File: config.mk
export PLATFORM = sky130hd
export DESIGN_NAME = duty_meas_predist
export DESIGN_NICKNAME = d
export VERILOG_FILES = /design/src/rtl/duty_meas_pkg.sv /design/src/rtl/duty_meas_sync.sv /design/src/rtl/duty_meas_period_fsm.sv /design/src/rtl/duty_meas_predistort.sv /design/src/rtl/duty_meas_predist.sv
export SDC_FILE = /design/constraint.sdc
export NUM_CORES = 1
export LEC_CHECK = 0
export BUFFER_PORTS_ARGS = -buffer_cell sky130_fd_sc_hd__buf_4
export CORE_MARGIN = 2
export CORE_UTILIZATION = 29
export CTS_BUF_LIST = sky130_fd_sc_hd__clkbuf_8 sky130_fd_sc_hd__clkbuf_16
export CTS_CLUSTER_DIAMETER = 120
export DETAILED_ROUTE_END_ITERATION = 8
export PLACE_DENSITY_LB_ADDON = 0.25
export REMOVE_ABC_BUFFERS = 1
export SYNTH_ARGS = -nofsm -noshare
export SYNTH_HDL_FRONTEND = slang
export SYNTH_SLANG_ARGS = --single-unit
File: constraint.sdc
create_clock -name clk_i -period 8 [get_ports clk_i]
set_input_delay 0.4 -clock clk_i [delete_from_list [all_inputs] [get_ports clk_i]]
set_output_delay 0.4 -clock clk_i [all_outputs]
set_load 0.03 [all_outputs]
File: src/rtl/duty_meas_pkg.sv
package duty_meas_pkg;
    typedef enum logic [1:0] {
        ST_WAIT_EDGE = 2'd0,
        ST_MEASURE   = 2'd1,
        ST_STALLED   = 2'd2
    } meas_state_t;
endpackage

File: src/rtl/duty_meas_sync.sv
module duty_meas_sync #(
    parameter int STAGES = 2
) (
    input  logic clk_i,
    input  logic rst_ni,
    input  logic async_i,
    output logic level_o,
    output logic rise_o
);
    logic [STAGES-1:0] chain_q;
    logic              last_q;

    always_ff @(posedge clk_i) begin
        if (!rst_ni) begin
            chain_q <= '0;
            last_q  <= 1'b0;
        end else begin
            chain_q <= {chain_q[STAGES-2:0], async_i};
            last_q  <= chain_q[STAGES-1];
        end
    end

    assign level_o = chain_q[STAGES-1];
    assign rise_o  = chain_q[STAGES-1] & ~last_q;
endmodule

File: src/rtl/duty_meas_period_fsm.sv
module duty_meas_period_fsm
    import duty_meas_pkg::*;
#(
    parameter int CODE_W        = 6,
    parameter int TIMEOUT_TICKS = 128
) (
    input  logic              clk_i,
    input  logic              rst_ni,
    input  logic              level_i,
    input  logic              rise_i,
    output logic              boundary_o,
    output logic [CODE_W-1:0] high_cnt_o,
    output logic              stalled_o
);
    localparam int TICK_W = $clog2(TIMEOUT_TICKS + 1);
    localparam logic [CODE_W-1:0] MAX_CODE = {CODE_W{1'b1}};
    localparam logic [TICK_W-1:0] TICK_LIM = TICK_W'(TIMEOUT_TICKS);

    meas_state_t       state_q, state_d;
    logic [TICK_W-1:0] tick_q;
    logic [CODE_W-1:0] high_q;

    // state register
    always_ff @(posedge clk_i) begin
        if (!rst_ni) state_q <= ST_WAIT_EDGE;
        else         state_q <= state_d;
    end

    // next state and outputs
    always_comb begin
        state_d    = state_q;
        boundary_o = 1'b0;
        stalled_o  = 1'b0;
        unique case (state_q)
            ST_WAIT_EDGE: begin
                if (rise_i) state_d = ST_MEASURE;
            end
            ST_MEASURE: begin
                if (rise_i) begin
                    boundary_o = 1'b1;
                end else if (tick_q == TICK_LIM) begin
                    state_d = ST_STALLED;
                end
            end
            ST_STALLED: begin
                stalled_o = 1'b1;
                if (rise_i) state_d = ST_MEASURE;
            end
            default: state_d = ST_WAIT_EDGE;
        endcase
    end

    // tick and high-level counters
    always_ff @(posedge clk_i) begin
        if (!rst_ni) begin
            tick_q <= '0;
            high_q <= '0;
        end else if (rise_i) begin
            tick_q <= TICK_W'(1);
            high_q <= CODE_W'(1);
        end else if (state_q == ST_MEASURE && tick_q != TICK_LIM) begin
            tick_q <= tick_q + TICK_W'(1);
            if (level_i && high_q != MAX_CODE) high_q <= high_q + CODE_W'(1);
        end
    end

    assign high_cnt_o = high_q;

    AST_TICK_BOUND: assert property (@(posedge clk_i) disable iff (!rst_ni)
        tick_q <= TICK_LIM);
    AST_STALL_ON_LIMIT: assert property (@(posedge clk_i) disable iff (!rst_ni)
        (state_q == ST_MEASURE && !rise_i && tick_q == TICK_LIM) |=> (state_q == ST_STALLED));
    AST_NO_BOUNDARY_STALLED: assert property (@(posedge clk_i) disable iff (!rst_ni)
        (state_q != ST_MEASURE) |-> !boundary_o);
endmodule

File: src/rtl/duty_meas_predistort.sv
module duty_meas_predistort #(
    parameter int CODE_W = 6,
    parameter int PD_W   = 4
) (
    input  logic [CODE_W-1:0] raw_i,
    input  logic [PD_W-1:0]   pd_i,
    output logic [CODE_W-1:0] on_o,
    output logic [CODE_W-1:0] off_o
);
    localparam int SUM_W  = CODE_W + 2;
    localparam int PERIOD = 1 << CODE_W;
    localparam logic [CODE_W-1:0] MAX_CODE = {CODE_W{1'b1}};

    logic signed [SUM_W-1:0] sum_s;
    logic signed [SUM_W-1:0] pd_s;

    always_comb begin
        pd_s  = $signed({{(SUM_W-PD_W){pd_i[PD_W-1]}}, pd_i});
        sum_s = $signed({2'b00, raw_i}) + pd_s;
        if (sum_s < 0) begin
            on_o = '0;
        end else if (sum_s > $signed({2'b00, MAX_CODE})) begin
            on_o = MAX_CODE;
        end else begin
            on_o = sum_s[CODE_W-1:0];
        end
        if (on_o == '0) off_o = MAX_CODE;
        else            off_o = CODE_W'(PERIOD - int'(on_o));
    end
endmodule

File: src/rtl/duty_meas_predist.sv
module duty_meas_predist #(
    parameter int CODE_W        = 6,
    parameter int PD_W          = 4,
    parameter int TIMEOUT_TICKS = 128
) (
    input  logic              clk_i,
    input  logic              rst_ni,
    input  logic              sw_node_i,
    input  logic [PD_W-1:0]   predist_i,
    output logic [CODE_W-1:0] on_code_o,
    output logic [CODE_W-1:0] off_code_o,
    output logic              code_valid_o,
    output logic              timeout_o
);
    logic              level;
    logic              rise;
    logic              boundary;
    logic              stalled;
    logic [CODE_W-1:0] high_cnt;
    logic [CODE_W-1:0] adj_on;
    logic [CODE_W-1:0] adj_off;

    duty_meas_sync #(.STAGES(2)) u_sync (
        .clk_i   (clk_i),
        .rst_ni  (rst_ni),
        .async_i (sw_node_i),
        .level_o (level),
        .rise_o  (rise)
    );

    duty_meas_period_fsm #(
        .CODE_W        (CODE_W),
        .TIMEOUT_TICKS (TIMEOUT_TICKS)
    ) u_fsm (
        .clk_i      (clk_i),
        .rst_ni     (rst_ni),
        .level_i    (level),
        .rise_i     (rise),
        .boundary_o (boundary),
        .high_cnt_o (high_cnt),
        .stalled_o  (stalled)
    );

    duty_meas_predistort #(
        .CODE_W (CODE_W),
        .PD_W   (PD_W)
    ) u_pd (
        .raw_i (high_cnt),
        .pd_i  (predist_i),
        .on_o  (adj_on),
        .off_o (adj_off)
    );

    always_ff @(posedge clk_i) begin
        if (!rst_ni) begin
            on_code_o    <= '0;
            off_code_o   <= '0;
            code_valid_o <= 1'b0;
        end else begin
            code_valid_o <= boundary;
            if (boundary) begin
                on_code_o  <= adj_on;
                off_code_o <= adj_off;
            end
        end
    end

    assign timeout_o = stalled;

    AST_VALID_ONE_CYCLE: assert property (@(posedge clk_i) disable iff (!rst_ni)
        code_valid_o |=> !code_valid_o);
    AST_ON_HELD: assert property (@(posedge clk_i) disable iff (!rst_ni)
        !code_valid_o |=> (code_valid_o || $stable(on_code_o)));
    AST_OFF_HELD: assert property (@(posedge clk_i) disable iff (!rst_ni)
        !code_valid_o |=> (code_valid_o || $stable(off_code_o)));
    AST_PERIOD_SUM: assert property (@(posedge clk_i) disable iff (!rst_ni)
        (code_valid_o && on_code_o != '0) |->
            ({1'b0, on_code_o} + {1'b0, off_code_o} == (CODE_W+1)'(1 << CODE_W)));
    AST_NO_VALID_TIMEOUT: assert property (@(posedge clk_i) disable iff (!rst_ni)
        timeout_o |-> !code_valid_o);
endmodule

==> run metrics, run 1 <==
Synth Warn #=0; Pwr Density=156 mW/mm²; H-tree Lvls=2; starting density of the core=30.4%; fin crit share=44.3%; Mapped Area=0.00196 mm²; die width=86.3 µm; Async SR Flop Fraction=0%; Layout area overhead=17.0%; post-route setup TNS=0 ns; Seq/Total Area, Yosys=32.7%; Max Slew Vio Count=0; via/cell ratio=5.09; GRT Total Usage=12.0%; Critical Path AT=3.74 ns; global-route wire length before repair=7.04 mm; Layout Nets=262; die footprint=0.00744 mm²; largest cells by area after synthesis=dfxtp_1 (33%), ha_1 (7.0%), nor2_1 (5.2%), xnor2_1 (4.0%), xor2_1 (4.0%); quantity of I/O buffers inserted on ports=20; Wirelength per Cell=13.4 µm; share of cells above drive strength 1=18.0%; largest net degree at the start of global routing=21; total gr overflow=0; total power=0.358 mW; RSZ-0062 raised after global routing=false; commonest register cell after synthesis=dfxtp_1; drt total wl=4.29 mm; worst path required time=8.20 ns; DR iter-0 viols=69; Resized Gates After CTS=0; # IOs=21; MaxCap Viol Count=0; Setup CP Type=flip-flop to flip-flop; CTS Buf Count=5; FF+latch count, synth=32; Detailed Place HPWL=3.27 mm; std cell rows=29; Diodes inserted=0; worst slew margin relative to its limit=68.2%; Worst-Margin Slew=0.477 ns; crit path capture type=flip-flop; GPL Wtd Cong=0.814; via count=1634; Setup Buffers After CTS=0; number of flops mapped to enable cells by yosys=0; CTS Sinks=32; Distinct cells, synth=60; Final Skew=0.00981 ns; Pleak=0.907 nW; final setup violation count=0; final hold slack=0.338 ns; Hold Path Class=input port to flip-flop; worst-skew pair later-pin latency=0.28 ns; Core Footprint=0.00646 mm²; Syn Area/Cell=8.80 µm²; CTS tree=yes; worst-path fanout max=5; peak supply drop=0.0552 mV; f_max=282 MHz; initial antenna violation count=0; antenna viol nets, final=0; vias in the first global route=1462; status=finished clean; top-area cell type share of the netlist area=32.7%; CTS Hold Bufs=0; Min Clock Period, post-route=3.54 ns; drt pass-1 iters=4; Hold Violations, Final=0; Mapped Cells=223; Vert. Die Dim=86.3 µm; DR DRC count=0; Root Driver=clkbuf_8; Clock Path Buffers=2; Yosys top cell by area=dfxtp_1; Reg clk slew, reported paths=0.07 ns; CP Launch Type=flip-flop
flip-flops by register name, summed over array words and instances (netlist names):
signal / count
u_fsm.tick_q: 8
off_code_o: 6
on_code_o: 6
u_fsm.high_cnt_o: 6
u_fsm.state_q: 2
u_sync.chain_q: 2
code_valid_o: 1
u_sync.last_q: 1
final cells by class:
class,instances,area [µm²]
clock buffer,5,68.8
clock inverter,3,42.5
fill,678,4160
inverter,11,41.3
multi-input combinational,172,1250
sequential,32,641
tap,77,96.3
timing repair buffer,21,158
metal layers:
metal / GRT usage (%) / part of all wire (%) / wire [µm] / vias to the layer above
met3: 3.81 / 4.0 / 170 / 2
met1: 17.5 / 54 / 2330 / 757
met4: 4.26 / 1.0 / 43 / 0
li1: - / - / - / 851
met5: 0 / 0 / 0 / -
met2: 16.5 / 41 / 1740 / 24
path summary, 6_finish.rpt:
check                                    startpoint                 to  slack, ns  cells past startpoint
worst max-delay path            u_fsm.high_cnt_o[0]      off_code_o[0]       4.46                     15
worst min-delay path                      sw_node_i  u_sync.chain_q[0]       0.34                      2
worst max register to register  u_fsm.high_cnt_o[0]      off_code_o[0]       4.46                     15
worst min register to register    u_sync.chain_q[0]  u_sync.chain_q[1]       0.45                      1
kinds of logic after synthesis:
logic type	share of synthesized area, %
muxes	0.510
and+or+nand+nor	22.8
xor gates and xnor gates	8.04
AOI/OAI and AO/OA	24.3
adders and majority gates	8.04
buffers and inverters	3.70
DFF	32.7
where the power goes:
part           switching (mW)  internal, mW  total, mW
Combinational          0.0248        0.0165     0.0413
Clock                  0.0608        0.0921      0.153
Sequential            0.00201         0.162      0.164
Total                  0.0876         0.270      0.358
metrics by stage:
step / setup WS (ns) / cells / utilization [%] / instance area (µm²)
final: 4.46 / 321 / 35.5 / 2300
after global routing: 4.19 / 321 / 35.5 / 2300
after CTS: 4.50 / 321 / 35.5 / 2300
after detailed placement: 4.50 / 313 / 33.8 / 2180
after global placement: 4.57 / 313 / 33.8 / 2180
after floorplan: 4.95 / 215 / - / 1930
cell usage after synthesis, types with 6 or more instances:
cell type / count
dfxtp_1: 32
clkbuf_1: 7
nand3_1: 6
ha_1: 11
inv_1: 10
xor2_1: 9
nand2_1: 14
xnor2_1: 9
a31oi_1: 6
nor2_1: 27
a21oi_1: 7
nand4_1: 7
o21ai_0: 6
worst max-delay path: stages (launching register included):
cell	delay, ns
dfxtp_1	0.43
ha_1	0.25
inv_1	0.07
fa_1	0.43
nor2b_4	0.17
o2111ai_1	0.24
nand3_1	0.23
o22ai_1	0.10
a22oi_1	0.30
ha_1	0.28
nand2_1	0.07
a31oi_1	0.15
a32oi_1	0.13
a21oi_2	0.20
nand4_1	0.21
a31oi_1	0.21
layout by cell type (no fill, tap or decap), types with 5 or more instances in the layout:
master,Yosys,final
nand3_1,6,6
clkbuf_8,0,5
o21ai_0,6,6
a21oi_1,7,7
xnor2_1,9,9
buf_4,0,21
and3_1,5,5
nand2_1,14,14
inv_1,10,10
ha_1,11,11
xor2_1,9,9
nand4_1,7,7
dfxtp_1,32,32
nor2_1,27,27
a31oi_1,6,6
Note: power is estimated with default switching activity, not from simulation.
==> run 2, diff against run 1 <==
Clock period 8 ns to 2.9 ns, I/O delays scaled along.
==> run 2 against run 1 <==
Cell count rose by 9.0%. Critical path depth unchanged. Power grew to 2.8 times the previous value. Global-route usage grew 1.5 points. First-iteration DRC count rose by 16%. Combinational power grew to 3.5 times the previous value. Setup slack got worse by 4.4 ns. Sequential cell count is the same. Worst hold slack got worse by 0.28 ns. Critical endpoint is now off_code_o[1]. Highest routed layer unchanged.
==> run metrics, run 2 (synthesis gave the netlist of run 1 again) <==
status=finished clean; via/cell ratio=5.07 (-0.43%); worst path required time=3.12 ns (-5.08 ns); RSZ-0062 raised after global routing=true; worst-skew pair later-pin latency=0.29 ns (about the same); CTS tree=yes; internal power=0.764 mW (+180%); drt pass-1 iters=4 (unchanged); sw power=0.256 mW (+190%); Hold Violations, Final=0 (unchanged); antenna viol nets, final=0 (unchanged); total gr overflow=0 (unchanged); share of power burned in the clock network=41.6% (-1.1 points); die footprint=0.00744 mm² (unchanged); Vert. Die Dim=86.3 µm (unchanged); CTS Sinks=32 (unchanged); fin crit share=97.1% (+53 points); # IOs=21 (unchanged); Wirelength per Cell=13.6 µm (+1.7%); f_max=355 MHz (+26%); Hold Path Class=input port to flip-flop; crit path capture type=flip-flop; share of cells above drive strength 1=31.9% (+14 points); Layout Utilization=39.9% (+4.4 points); starting density of the core=30.4% (unchanged); initial antenna violation count=0 (unchanged); Net Sw Frac=25.1% (+0.58 points); DR iter-0 viols=80 (+16%); placed inst area=0.00236 mm² (+7.9%); DR DRC count=0 (unchanged); Setup CP Type=flip-flop to flip-flop; via count=1774 (+8.6%); Final Skew=0.00905 ns (-0.000765 ns); Worst-Margin Slew=0.557 ns (+0.0804 ns); worst-path fanout max=4 (-1); Max Slew Vio Count=0 (unchanged); CP Launch Type=flip-flop; global-route wire length before repair=7.96 mm (+13%); GRT Total Usage=13.5% (+1.5 points); Gate power share=14.1% (+2.6 points); GPL Wtd Cong=0.862 (+5.9%); Top reg by flops=u_fsm.tick_q; die width=86.3 µm (unchanged); CTS Buf Count=5 (unchanged); MaxCap Viol Count=0 (unchanged); Clock Path Buffers=2 (unchanged); Critical Path AT=3.03 ns (-0.71 ns); quantity of I/O buffers inserted on ports=20 (unchanged); std cell rows=29 (unchanged); Pleak=1.06 nW (+16%); most common cell after layout, fill and taps aside=buf_4; Pwr Density=396 mW/mm² (+150%); vias in the first global route=1654 (+13%); post-route setup TNS=0 ns (unchanged); final setup violation count=0 (unchanged); Layout Nets=291 (+11%); largest net degree at the start of global routing=14 (-33%); drt total wl=4.76 mm (+11%); commonest cells after routing, fill and taps aside=buf_4 (50), dfxtp_1 (31), nor2_1 (27); H-tree Lvls=2 (unchanged); Seq pwr share=44.2% (-1.5 points); Root Driver=clkbuf_8; Diodes inserted=0 (unchanged); max reg flops=8 (unchanged); Detailed Place HPWL=3.62 mm (+11%); worst slew margin relative to its limit=62.7% (-5.5 points); Core Footprint=0.00646 mm² (unchanged); Reg clk slew, reported paths=0.07 ns (about the same); Min Clock Period, post-route=2.82 ns (-0.726 ns); Layout area overhead=31.4%; CTS Hold Bufs=0 (unchanged); post-route cell area=0.00258 mm² (+12%); peak supply drop=0.149 mV (+170%)
## run 2: power by group through the flow
| stage | registers [mW] | clock network (mW) | logic (mW) |
|---|---|---|---|
| 6_report | 0.451 | 0.425 | 0.144 |
| 5_1_grt | 0.452 | 0.452 | 0.160 |
| 4_1_cts | 0.451 | 0.435 | 0.132 |
| 3_5_place_dp | 0.461 | 0 | 0.129 |
| 3_3_place_gp | 0.461 | 0 | 0.129 |
| 2_1_floorplan | 0.464 | 0 | 0.0769 |
## run 2: path summary, 6_finish.rpt
kind	startpoint	endpoint	slack, ns	cells after the start
setup / recovery	u_fsm.high_cnt_o[0]	off_code_o[1]	0.08	15
hold / removal	sw_node_i	u_sync.chain_q[0]	0.06	2
setup reg to reg	u_fsm.high_cnt_o[0]	off_code_o[1]	0.08	15
hold reg to reg	on_code_o[5]	on_code_o[5]	0.45	2
## run 2: through the flow
step                      std cells  worst slack (ns)  power, mW  hold slack (ns)
after detailed placement        336            -0.105      0.590            0.360
after floorplan                 215            -0.146      0.541            0.267
after global routing            350            -0.159       1.06           0.0524
final                           350            0.0834       1.02           0.0617
after global placement          336            0.0292      0.590            0.360
after CTS                       345           0.00972       1.02           0.0552
## run 2: layout make-up
type | count | area [µm²]
fillers | 677 | 3880
multi-input cells | 172 | 1320
flip-flops and latches | 32 | 642
repair buffers | 50 | 375
well taps | 77 | 96.3
clock buffers | 5 | 68.8
inverters | 11 | 41.3
clock inverters | 3 | 38.8
## run 2: per-layer routing
metal,share of wire [%],global-route usage [%]
met1,51,18.8
met2,44,20.1
met3,4.2,3.62
met4,1.7,5.11
met5,0,0
## run 2: worst max-delay path, stage by stage, from the launching register on
cell and delay (ns):
dfxtp_2 0.33, ha_4 0.15, inv_2 0.05, fa_2 0.23
nor2b_4 0.05, o2111a_2 0.27, nor3_1 0.22, o22ai_2 0.11
a22oi_2 0.20, ha_2 0.21, nand2_1 0.05, a31oi_1 0.15
a32oi_1 0.13, a21oi_2 0.19, nand4_1 0.20, a21oi_1 0.18
## run 2: timing repair
item | in CTS | in global routing
setup buffers | 1 | 5
endpoints found under the setup margin | 6 | 6
resized for setup | 2 | 15
pin swaps | 2 | 15
